## config.mk

```make
export PLATFORM = sky130hd
export DESIGN_NAME = wake_shaper
export DESIGN_NICKNAME = d
export VERILOG_FILES = /design/src/rtl/wake_shaper_pkg.sv /design/src/rtl/wake_mode_decode.sv /design/src/rtl/wake_pulse_timer.sv /design/src/rtl/wake_fsm.sv /design/src/rtl/wake_shaper.sv
export SDC_FILE = /design/constraint.sdc
export NUM_CORES = 1
export LEC_CHECK = 0
export CAP_MARGIN = 10
export CORE_AREA = 2 2 39 41
export CTS_BUF_LIST = sky130_fd_sc_hd__clkbuf_8
export DETAILED_ROUTE_END_ITERATION = 8
export DIE_AREA = 0 0 41 43
export PLACE_DENSITY = 0.64
export SETUP_SLACK_MARGIN = 0.3
export SLEW_MARGIN = 20
export SYNTH_ARGS = -nofsm -noshare
export SYNTH_HDL_FRONTEND = slang
export SYNTH_SLANG_ARGS = --single-unit
export TNS_END_PERCENT = 5
```

## constraint.sdc

```tcl
create_clock -name clk -period 1.5 [get_ports clk]
set_input_delay 0.225 -clock clk [delete_from_list [all_inputs] [get_ports clk]]
set_output_delay 0.225 -clock clk [all_outputs]
set_load 0.05 [all_outputs]
```

## src/rtl/wake_shaper_pkg.sv

```systemverilog
package wake_shaper_pkg;
    typedef enum logic [1:0] {
        ST_IDLE,
        ST_WAIT,
        ST_ACTIVE,
        ST_SPENT
    } wake_state_e;

    typedef struct packed {
        logic pulse;
        logic invert;
        logic gated;
    } wake_mode_t;
endpackage

```

## src/rtl/wake_mode_decode.sv

```systemverilog
module wake_mode_decode
    import wake_shaper_pkg::*;
(
    input  logic       cardbus_en,
    input  logic       pulse_sel,
    input  logic       neg_sel,
    input  logic       gate_sel,
    input  logic       iso_n,
    output wake_mode_t mode,
    output logic       gate_open
);
    always_comb begin
        if (cardbus_en) begin
            mode = '{pulse: 1'b0, invert: 1'b0, gated: 1'b0};
        end else begin
            mode = '{pulse: pulse_sel, invert: neg_sel, gated: gate_sel};
        end
        gate_open = !mode.gated || !iso_n;
    end
endmodule

```

## src/rtl/wake_pulse_timer.sv

```systemverilog
module wake_pulse_timer #(
    parameter int PULSE_W = 16
) (
    input  logic clk,
    input  logic rst_n,
    input  logic run,
    output logic done
);
    localparam int CNT_W = (PULSE_W < 2) ? 1 : $clog2(PULSE_W);
    localparam logic [CNT_W-1:0] LAST = CNT_W'(PULSE_W - 1);

    logic [CNT_W-1:0] cnt_q;

    always_ff @(posedge clk) begin
        if (!rst_n || !run) begin
            cnt_q <= '0;
        end else if (cnt_q != LAST) begin
            cnt_q <= cnt_q + 1'b1;
        end
    end

    assign done = run && (cnt_q == LAST);
endmodule

```

## src/rtl/wake_fsm.sv

```systemverilog
module wake_fsm
    import wake_shaper_pkg::*;
(
    input  logic        clk,
    input  logic        rst_n,
    input  logic        evt,
    input  logic        clr,
    input  logic        gate_open,
    input  wake_mode_t  mode,
    input  logic        pulse_done,
    output wake_state_e state,
    output logic        asserted,
    output logic        pending
);
    wake_state_e state_q, state_d, arm_to;

    always_comb begin
        arm_to  = gate_open ? ST_ACTIVE : ST_WAIT;
        state_d = state_q;
        unique case (state_q)
            ST_IDLE: begin
                if (evt) state_d = arm_to;
            end
            ST_WAIT: begin
                if (clr)            state_d = evt ? arm_to : ST_IDLE;
                else if (gate_open) state_d = ST_ACTIVE;
            end
            ST_ACTIVE: begin
                if (clr)                          state_d = evt ? arm_to : ST_IDLE;
                else if (mode.pulse && pulse_done) state_d = ST_SPENT;
                else if (!mode.pulse && !gate_open) state_d = ST_WAIT;
            end
            ST_SPENT: begin
                if (clr)              state_d = evt ? arm_to : ST_IDLE;
                else if (!mode.pulse) state_d = arm_to;
            end
            default: state_d = ST_IDLE;
        endcase
    end

    always_ff @(posedge clk) begin
        if (!rst_n) state_q <= ST_IDLE;
        else        state_q <= state_d;
    end

    always_comb begin
        state    = state_q;
        asserted = (state_q == ST_ACTIVE);
        pending  = (state_q != ST_IDLE);
    end
endmodule

```

## src/rtl/wake_shaper.sv

```systemverilog
module wake_shaper
    import wake_shaper_pkg::*;
#(
    parameter int PULSE_W = 16,
    parameter int DATA_W  = 8,
    parameter int CLR_BIT = 0
) (
    input  logic              clk,
    input  logic              rst_n,
    input  logic              evt_i,
    input  logic              iso_n_i,
    input  logic              cardbus_en_i,
    input  logic              pulse_sel_i,
    input  logic              neg_sel_i,
    input  logic              gate_sel_i,
    input  logic              wr_en_i,
    input  logic [DATA_W-1:0] wr_data_i,
    output logic              wake_o,
    output logic              pme_pull_o
);
    wake_mode_t  mode;
    wake_state_e state;
    logic        gate_open, clr, pulse_done, asserted, pending;

    assign clr = wr_en_i && wr_data_i[CLR_BIT];

    wake_mode_decode u_dec (
        .cardbus_en (cardbus_en_i),
        .pulse_sel  (pulse_sel_i),
        .neg_sel    (neg_sel_i),
        .gate_sel   (gate_sel_i),
        .iso_n      (iso_n_i),
        .mode       (mode),
        .gate_open  (gate_open)
    );

    wake_pulse_timer #(.PULSE_W(PULSE_W)) u_tmr (
        .clk   (clk),
        .rst_n (rst_n),
        .run   (state == ST_ACTIVE),
        .done  (pulse_done)
    );

    wake_fsm u_fsm (
        .clk        (clk),
        .rst_n      (rst_n),
        .evt        (evt_i),
        .clr        (clr),
        .gate_open  (gate_open),
        .mode       (mode),
        .pulse_done (pulse_done),
        .state      (state),
        .asserted   (asserted),
        .pending    (pending)
    );

    always_comb begin
        wake_o     = asserted ^ mode.invert;
        pme_pull_o = pending;
    end
endmodule

```

# [Word-level counts from Yosys, hierarchy flattened]
# Cells that the tools add are included.
[word_totals] inputBits=17 output_inout_bits=2 reg_bits=6
[classes] reduce_logical=15 n_mux=12 bitwise=1 add_sub_neg=1 eq_ne=9
[op_table] cell="$mux 2" n=10
[op_table] cell="$pmux 2 s4" n=1
[op_table] cell="$logic_not 1->1" n=6
[op_table] cell="$add 4x1->4 const B" n=1
[op_table] cell="$eq 2x2->1 const B" n=2
[op_table] cell="$eq 4x4->1 const B" n=1
[op_table] cell="$logic_and 1x1->1" n=4
[op_table] cell="$ne 4x2->1 const B" n=1
[op_table] cell="$ne 4x4->1 const B" n=1
[op_table] cell="$reduce_and 4->1" n=1
[op_table] cell="$mux 3" n=1
[op_table] cell="$ne 3x2->1 const B" n=1
[op_table] cell="$ne 3x3->1 const B" n=1
[op_table] cell="$eq 2x1->1 const B" n=1
[op_table] cell="$logic_not 2->1" n=1
[op_table] cell="$logic_or 1x1->1" n=2
[op_table] cell="$ne 2x2->1 const B" n=1
[op_table] cell="$reduce_bool 2->1" n=1
[op_table] cell="$xor 1x1->1" n=1

# [Depth between registers and ports, before layout]
# Gate-level depths: netlist of run 1.
[logic_depth] ltp_word=9 mapped_depth=5 ltp_nobuf=5

# [By module]
# A second synthesis of run 1 with hierarchy kept.
[unflattened] cells_unflattened=44 hier_area_um2=380.4
[by_module_without_submodules] module="wake_pulse_timer" area_per_inst_um2=197.7 cells_per_inst=20 n_inst=1 seq_area_each_um2=80.1
[by_module_without_submodules] module="wake_fsm" area_per_inst_um2=135.1 cells_per_inst=17 n_inst=1 seq_area_each_um2=40.0
[by_module_without_submodules] module="wake_mode_decode" area_per_inst_um2=26.3 cells_per_inst=4 n_inst=1 seq_area_each_um2=0.0
[by_module_without_submodules] module="wake_shaper" area_per_inst_um2=21.3 cells_per_inst=3 n_inst=1 seq_area_each_um2=0.0

# [Worst setup path before layout of run 1]
# No wires, ideal clock.
[synth_timing] path_kind="register -> output" start="reg u_fsm.state_q[0], in the netlist u_fsm.state[0]" end="out wake_o" stages_incl_launch_ff=3 arrival_ns=1.401 path_slack_ns=-0.126 required_time_ns=1.275 path_cell_list="dfxtp_1 and2b_1 xnor2_1"
[synth_between] elab_chain_cells=2
[synth_lines] item="from (decl)" line="wake_fsm.sv:15" source="wake_state_e state_q, state_d, arm_to;"
[synth_lines] item="from (signal assigned)" line="wake_fsm.sv:43" source="else state_q <= state_d;"
[synth_lines] item="$eq 2x2->1" line="wake_fsm.sv:48" source="asserted = (state_q == ST_ACTIVE);"
[synth_lines] item="$xor 1x1->1" line="wake_shaper.sv:58" source="wake_o = asserted ^ mode.invert;"
[synth_lines] item="to (decl)" line="wake_shaper.sv:18" source="output logic wake_o,"
# No other way between the ends.

# [Final worst setup path of run 1]
# Ends and elaborated chain as after synthesis.

==> metrics, run 1 <==
TritonCTS clock tree yes; chip width between 40 and 50 um; starting DRC count in detailed routing 4; fin area about 600 um^2; Critical Path End Type primary output; critical path class register to primary output; DP HPWL between 600 and 700 um; Achievable Freq 753 MHz; DR pass1 iterations 2; final period utilization approximately 90%; Slew HR between 80% and 90%; Mapped Cells 41; most frequent cells in the layout clkdlybuf4s50_1, nand2_1, nor2_1, buf_4, dfxtp_1; wire per inst between 10 and 15 um; IR drop worst, VDD between 500 and 600 uV; YS warnings 0; Final Wtd Congestion ~0.66; critical path's slowest cell dfxtp_2; syn_nets a little under 60; Area after DPL between 500 and 600 um^2; Hold Violations, Final 0; predominant post-synthesis flop cell dfxtp_1; critical path launch point type register; Cell Area, Synth roughly 360 um^2; Worst-Margin Slew approximately 0.17 ns; fin. max-slew vios 0; placed cells around 70; NumNets Final about 80; Finish-stage setup viols 0; vias in the first global route 344; Crit Path Max Fanout 2; Die Y between 40 and 50 um; initial antenna violation count 0; post-synth top area share between 30% and 40%; Die ar. between 1500 and 2000 um^2; worst-skew pair later-pin latency around 0.22 ns; Yosys cell types 25; clk slew on worst S/H paths ~0.040 ns; Hold Buf Count CTS 0; Synth Area per Inst 8.79 um^2; Antenna Nets Post-Route 0; run status completed; Num CTS Buffers 3; n_diodes 0; GRT Overall Usage between 10% and 20%; slowest cell delay on critical path approximately 0.32 ns; I/O Buffers 11; Pwr Density 943 nW/um^2; crit-path cells and2b_2 -> xnor2_4 -> buf_12; DR vias/cell approximately 4.8; Lkg Pwr roughly 0.25 nW; fillcell total 155; num ports 19; RSZ-0062 raised after global routing true; CTS sink count 6; most common cell after layout, fill and taps aside clkdlybuf4s50_1; H-Tree Depth 1; worst hold path class register to register; Initial Util approximately a quarter; ys async rst share 0%; WP data required 1.27 ns; Via Count 358; drc violations 0; largest net degree at the start of global routing 7; Layout area overhead 66.7%; CTS Root Cell clkbuf_8; synthesis-stage register bit count 6; total wire length between 800 and 900 um; sequential element share of the synthesized area between 30% and 40%; Area contributors post-synth dfxtp_1, nand3b_4, nand2_1; clk buf depth 2; Max-Cap Viols 0; Yosys top cell by area dfxtp_1; row count 14; Post-synth EDFFs 0; Tmin final between 1 and 1.5 ns; WHS ~0.53 ns; skew final 0.000870 ns; first-pass GRT wire length ~1.3 mm; Post-Layout Cell Count 75; layout cells sized above 1 between 30% and 40%; Worst Path Arrival about 1.1 ns; total negative slack 0 ns; core box area 1380 um^2; gr ovfl total 0
## cells in the mapped netlist, drive strengths merged (2+ instances only)
cell and n:
nor3b 2, nand3b 2, nand2 5, nor3 2, dfxtp 6, nor2 4, nand3 2, o21ai 4
xnor2 2
## worst paths after layout
check | from | endpoint | slack [ns] | cells after the start
worst max-delay path | u_fsm.state[0] | wake_o | 0.17 | 3
worst min-delay path | u_tmr.cnt_q[3] | u_tmr.cnt_q[2] | 0.53 | 2
worst max register to register | u_tmr.cnt_q[0] | u_fsm.state[0] | 0.24 | 5
worst min register to register | u_tmr.cnt_q[3] | u_tmr.cnt_q[2] | 0.53 | 2
## state kept, by name (all words and copies together) (netlist names)
signal	flops
u_tmr.cnt_q	4
u_fsm.state	2
## power by group
group	switching [mW]	internal, mW
registers	0.00610	0.168
clock network	0.0693	0.172
logic	0.0694	0.0812
## cell type report
type / count / area [um^2] / area share (%)
multi-input cells: 35 / 268 / 44.6
repair buffers: 15 / 149 / 24.8
flip-flops and latches: 6 / 123 / 20.4
clock buffers: 3 / 41.3 / 6.87
well taps: 16 / 20.0 / 3.33
## what timing repair did
| item | 4_1_cts | 5_1_grt |
|---|---|---|
| gates cloned | 0 | 0 |
| buffers inserted | 3 | 0 |
| setup endpoints to repair | 3 | 4 |
| pin swaps | 1 | 1 |
| gates resized for setup | 7 | 1 |
## worst max-delay path: cells and delay by family, from the launching register on
family        cells  cell delay, ns
buf+inv           1            0.15
xor+xnor          1            0.16
simple gates      1            0.25
flops             1            0.32
## layer usage
metal | GRT usage, % | part of all wire [%] | vias to the layer above
met5 | 0 | 0 | -
met4 | 6.00 | 1.6 | 0
met3 | 3.66 | 10 | 2
met2 | 17.8 | 43 | 14
met1 | 12.4 | 44 | 155
li1 | - | - | 187
## kinds of logic after synthesis
| family | after synthesis | share of synthesized area [%] |
|---|---|---|
| flip-flops | 6 | 33.3 |
| XOR/XNOR | 2 | 4.86 |
| AO/OA/AOI/OAI | 10 | 18.7 |
| adder cells (fa/ha/maj) | 1 | 3.47 |
| multiplexers | 1 | 2.78 |
| AND/OR/NAND/NOR | 21 | 36.8 |
## per-stage QoR
stage / power, mW / util (%) / setup WS (ns)
finish: 0.566 / 43.4 / 0.172
global route: 0.593 / 43.4 / 0.132
CTS: 0.570 / 43.1 / 0.140
detailed placement: 0.313 / 37.9 / 0.0196
global placement: 0.311 / 37.9 / 0.0213
floorplan: 0.250 / - / 0.322
Note: power is estimated with default switching activity, not from simulation.
==> run 2, diff against run 1 <==
--- a/config.mk
+++ b/config.mk
@@ -10,7 +10,7 @@
 export CTS_BUF_LIST = sky130_fd_sc_hd__clkbuf_8
 export DETAILED_ROUTE_END_ITERATION = 8
 export DIE_AREA = 0 0 41 43
-export PLACE_DENSITY = 0.64
+export PLACE_DENSITY = 0.6
 export SETUP_SLACK_MARGIN = 0.3
 export SLEW_MARGIN = 20
 export SYNTH_ARGS = -nofsm -noshare
==> run 2 against run 1 <==
  * Global-route usage rose by 0.067 points
  * Maximum frequency fell by 0.68%
  * Register-to-register slack improved by 0.03 ns
  * Final cell count did not move
  * Critical path type unchanged
  * Largest power group unchanged
  * Sequential cell count did not move
  * Via count rose by 5.0%
==> metrics, run 2 (synthesis gave the netlist of run 1 again) <==
run status completed; slack of the worst reg-to-reg path ~0.27 ns; origin of the critical flop-to-flop path u_tmr.cnt_q[0]; total negative slack 0 ns; Via Count roughly 380; I/O Buffers 11; most common cell after layout, fill and taps aside clkdlybuf4s50_1; IR drop worst, VDD 476 uV; chip width approximately 41 um; WHS Path Cells 2; Pwr Density ~940 nW/um^2; layout cells sized above 1 approximately a third; post-layout util around 44%; Hold Buf Count CTS 0; Layout area overhead 67.7%; DR pass1 iterations 4; worst-skew pair later-pin latency around 0.22 ns; Achievable Freq about 750 MHz; GRT Overall Usage between 10% and 20%; critical path class register to primary output; RSZ-0062 raised after global routing true; wire per inst between 10 and 15 um; skew final between 0.004 and 0.005 ns; Initial Util between 20% and 30%; WHS 0.540 ns; clk buf depth 2; Critical Path End Type primary output; largest net degree at the start of global routing 7; drc violations 0; most frequent cells in the layout clkdlybuf4s50_1, nand2_1, nor2_1, buf_4, dfxtp_1; Lkg Pwr approximately 0.26 nW; Die ar. 1760 um^2; Top reg by flops u_tmr.cnt_q; n_diodes 0; initial antenna violation count 0; Antenna Nets Post-Route 0; worst hold path class register to register; core box area between 1000 and 1500 um^2; starting DRC count in detailed routing 10; final period utilization approximately nine tenths; CTS Root Cell clkbuf_8; Final Wtd Congestion 0.661; H-Tree Depth 1; min-delay src u_tmr.cnt_q[3]; Slew HR 86.6%; Worst Path Arrival 1.11 ns; hold endpoint u_tmr.cnt_q[2]; Die Y 43 um; NumNets Final 79; clk slew on worst S/H paths approximately 0.04 ns; WP data required roughly 1.3 ns; max FFs per register 4; Num CTS Buffers 3; placed cells roughly 70; R2R depth 5; row count 14; vias in the first global route roughly 340; post-route setup slack around 0.16 ns; DR vias/cell 5.01; first-pass GRT wire length between 1 and 1.5 mm; dpl ws slightly above 0.02 ns; DP HPWL ~570 um; total wire length 896 um; num ports 19; Finish-stage setup viols 0; Max-Cap Viols 0; Tmin final 1.34 ns; gr ovfl total 0; TritonCTS clock tree yes; R2R Path End u_fsm.state[0]; Crit Path Max Fanout 2; critical path launch point type register; Worst-Margin Slew 0.200 ns; fin. max-slew vios 0; Hold Violations, Final 0; Post-Layout Cell Count 75; CTS sink count 6
==> run 2: cell count changes in the layout (fill, tap and decap cells not counted), sizes merged <==
cell,change
dlymetal6s2s,+1
dlygate4sd2,-1
==> run 2: worst max path at each step <==
| stage | start | to | slack [ns] |
|---|---|---|---|
| floorplan | u_fsm.state[0] | wake_o | 0.32 |
| global placement | cardbus_en_i | wake_o | 0.02 |
| detailed placement | cardbus_en_i | wake_o | 0.02 |
| CTS | u_fsm.state[0] | wake_o | 0.14 |
| global route | u_fsm.state[0] | wake_o | 0.14 |
| finish | u_fsm.state[0] | wake_o | 0.16 |
==> run 2: layout make-up <==
class                      count  area [um^2]
clock buffer                   3         41.3
fill                         146          779
multi-input combinational     35          268
sequential                     6          123
tap                           16         20.0
timing repair buffer          15          153
==> run 2: routing by layer <==
metal  up-vias  global-route usage, %  part of all wire [%]
met1       166                   12.3                    41
met2        20                   18.8                    47
met3         0                   5.76                    13
met4         0                   2.00                     0
met5         -                      0                     0
li1        190                      -                     -
==> run 2: where the power goes <==
group	internal [mW]	total, mW	switching, mW
Sequential	0.168	0.173	0.00529
Combinational	0.0819	0.152	0.0706
Clock	0.173	0.243	0.0701
Total	0.422	0.568	0.146
==> run 2: metrics by stage <==
| step | area (um^2) | total power [mW] |
|---|---|---|
| floorplan | 379 | 0.250 |
| global placement | 524 | 0.311 |
| detailed placement | 524 | 0.311 |
| CTS | 591 | 0.567 |
| global route | 604 | 0.594 |
| finish | 604 | 0.568 |
==> run 2: critical path, cell delays in order (launching register included) <==
cell and delay (ns):
dfxtp_2 0.32, and2b_2 0.26, xnor2_4 0.16, buf_12 0.15
==> run 2: repair_timing <==
action                                  4_1_cts  5_1_grt
endpoints found under the hold margin         0        0
setup buffers                                 2        1
resized for setup                             6        2
pin swaps                                     1        1
endpoints found under the setup margin        3        4
==> run 3, diff against run 2 <==
--- a/config.mk
+++ b/config.mk
@@ -16,4 +16,3 @@
 export SYNTH_ARGS = -nofsm -noshare
 export SYNTH_HDL_FRONTEND = slang
 export SYNTH_SLANG_ARGS = --single-unit
-export TNS_END_PERCENT = 5
==> run 3 against run 2 <==
  * Via count rose by 2.7%
  * Register-to-register slack improved by 0.10 ns
  * Die area did not move
  * Core utilization rose by 1.3 points
  * Highest routed layer unchanged
  * Sequential cell count did not move
  * Design area rose by 2.9%
  * Largest cell class unchanged
  * Wire length rose by 5.8%
  * Count of clock-buffer cells in the layout did not move
  * Clock skew barely moved
==> metrics, run 3 (synthesis gave the netlist of run 1 again) <==
Top reg by flops u_tmr.cnt_q; worst-skew pair later-pin latency around 0.22 ns; starting DRC count in detailed routing 5; total wire length ~950 um; fin. max-slew vios 0; CTS sink count 6; met3 WL 105 um; final period utilization about 89%; DP HPWL about 570 um; Crit Path Max Fanout 2; Largest delay share family, worst path flip-flops; Achievable Freq 748 MHz; wire per inst approximately 13 um; H-Tree Depth 1; vias in the first global route roughly 340; Finish-stage setup viols 0; clk slew on worst S/H paths 0.04 ns; total negative slack 0 ns; chip width between 40 and 50 um; clk buf depth 2; Die Y approximately 43 um; DR vias/cell 5.15; skew final 0.00435 ns; Hold Buf Count CTS 0; Num CTS Buffers 3; CTS Root Cell clkbuf_8; WHS 0.552 ns; Worst Path Arrival roughly 1.1 ns; core box area 1380 um^2; Max Used Layer met3; Hold Violations, Final 0; run status completed; WP data required 1.27 ns; most frequent cells in the layout clkdlybuf4s50_1, nand2_1, nor2_1, buf_4; Initial Util a little over a quarter; Final Wtd Congestion about 0.66; Critical Path End Type primary output; Layout area overhead 72.6%; n_diodes 0; TritonCTS clock tree yes; slowest cell delay on critical path 0.32 ns; GRT Overall Usage a little under an eighth; largest net degree at the start of global routing 7; Tmin final between 1 and 1.5 ns; NumNets Final 79; Via Count ~390; total power around 0.57 mW; CP bufs+invs 1; IR drop worst, VDD 474 uV; Slew HR 87.2%; Lkg Pwr 0.256 nW; first-pass GRT wire length around 1.4 mm; row count 14; Max-Cap Viols 0; most common cell after layout, fill and taps aside clkdlybuf4s50_1; Pwr Density slightly above 900 nW/um^2; worst hold path class register to register; Worst-Margin Slew about 0.19 ns; drc violations 0; routed wl met2 462 um; Die ar. approximately 1800 um^2; RSZ-0062 raised after global routing true; initial antenna violation count 0; critical path's slowest cell dfxtp_2; max FFs per register 4; gr ovfl total 0; crit-path cells and2b_2 -> xnor2_4 -> buf_12; layout cells sized above 1 between 30% and 40%; critical path class register to primary output; critical path launch point type register; Met1 Wirelength between 300 and 400 um; num ports 19; Antenna Nets Post-Route 0; I/O Buffers 11; DR pass1 iterations 4
[run 3: cell types whose count changed in the layout (fill, tap and decap cells not counted)]
cell     delta
dfxtp_1     -2
dfxtp_2     +1
dfxtp_4     +1
ha_1        -1
ha_4        +1
[run 3: per-layer routing]
layer	GRT usage [%]	vias up
met5	0	-
met2	18.8	18
met4	2.00	0
met1	12.6	178
met3	5.76	0
li1	-	190
[run 3: final cells by class]
class	count	area (um^2)
sequential	6	128
multi-input combinational	35	280
tap	16	20.0
fill	143	762
clock buffer	3	41.3
timing repair buffer	15	153
[run 3: per-stage QoR]
step | instances | setup WS, ns | util (%) | instance area (um^2)
floorplan | 41 | 0.322 | - | 379
global placement | 69 | 0.0226 | 37.9 | 524
detailed placement | 69 | 0.0205 | 37.9 | 524
CTS | 74 | 0.137 | 43.2 | 598
global route | 75 | 0.137 | 44.9 | 622
finish | 75 | 0.163 | 44.9 | 622
[run 3: worst register-to-register path, cell delays in order (launching register included)]
cell and delay [ns]:
dfxtp_2 0.31, and2b_2 0.27, buf_4 0.13, nand2_1 0.12, nor3_1 0.21
[run 3: power by group]
| group | switching, mW | internal (mW) | total [mW] |
|---|---|---|---|
| sequential | 0.00663 | 0.168 | 0.174 |
| combinational | 0.0710 | 0.0829 | 0.154 |
| clock | 0.0694 | 0.172 | 0.242 |
[run 3: worst paths after layout]
check	startpoint	end	slack (ns)	cells after the start
max	u_fsm.state[0]	wake_o	0.16	3
min	u_tmr.cnt_q[0]	u_tmr.cnt_q[0]	0.55	2
max reg2reg	u_fsm.state[0]	u_tmr.cnt_q[3]	0.37	4
min reg2reg	u_tmr.cnt_q[0]	u_tmr.cnt_q[0]	0.55	2
[run 3: timing repair]
item,4_1_cts,5_1_grt
setup endpoints to repair,3,3
buffers inserted,2,1
resized for setup,9,4
pin swaps,1,1
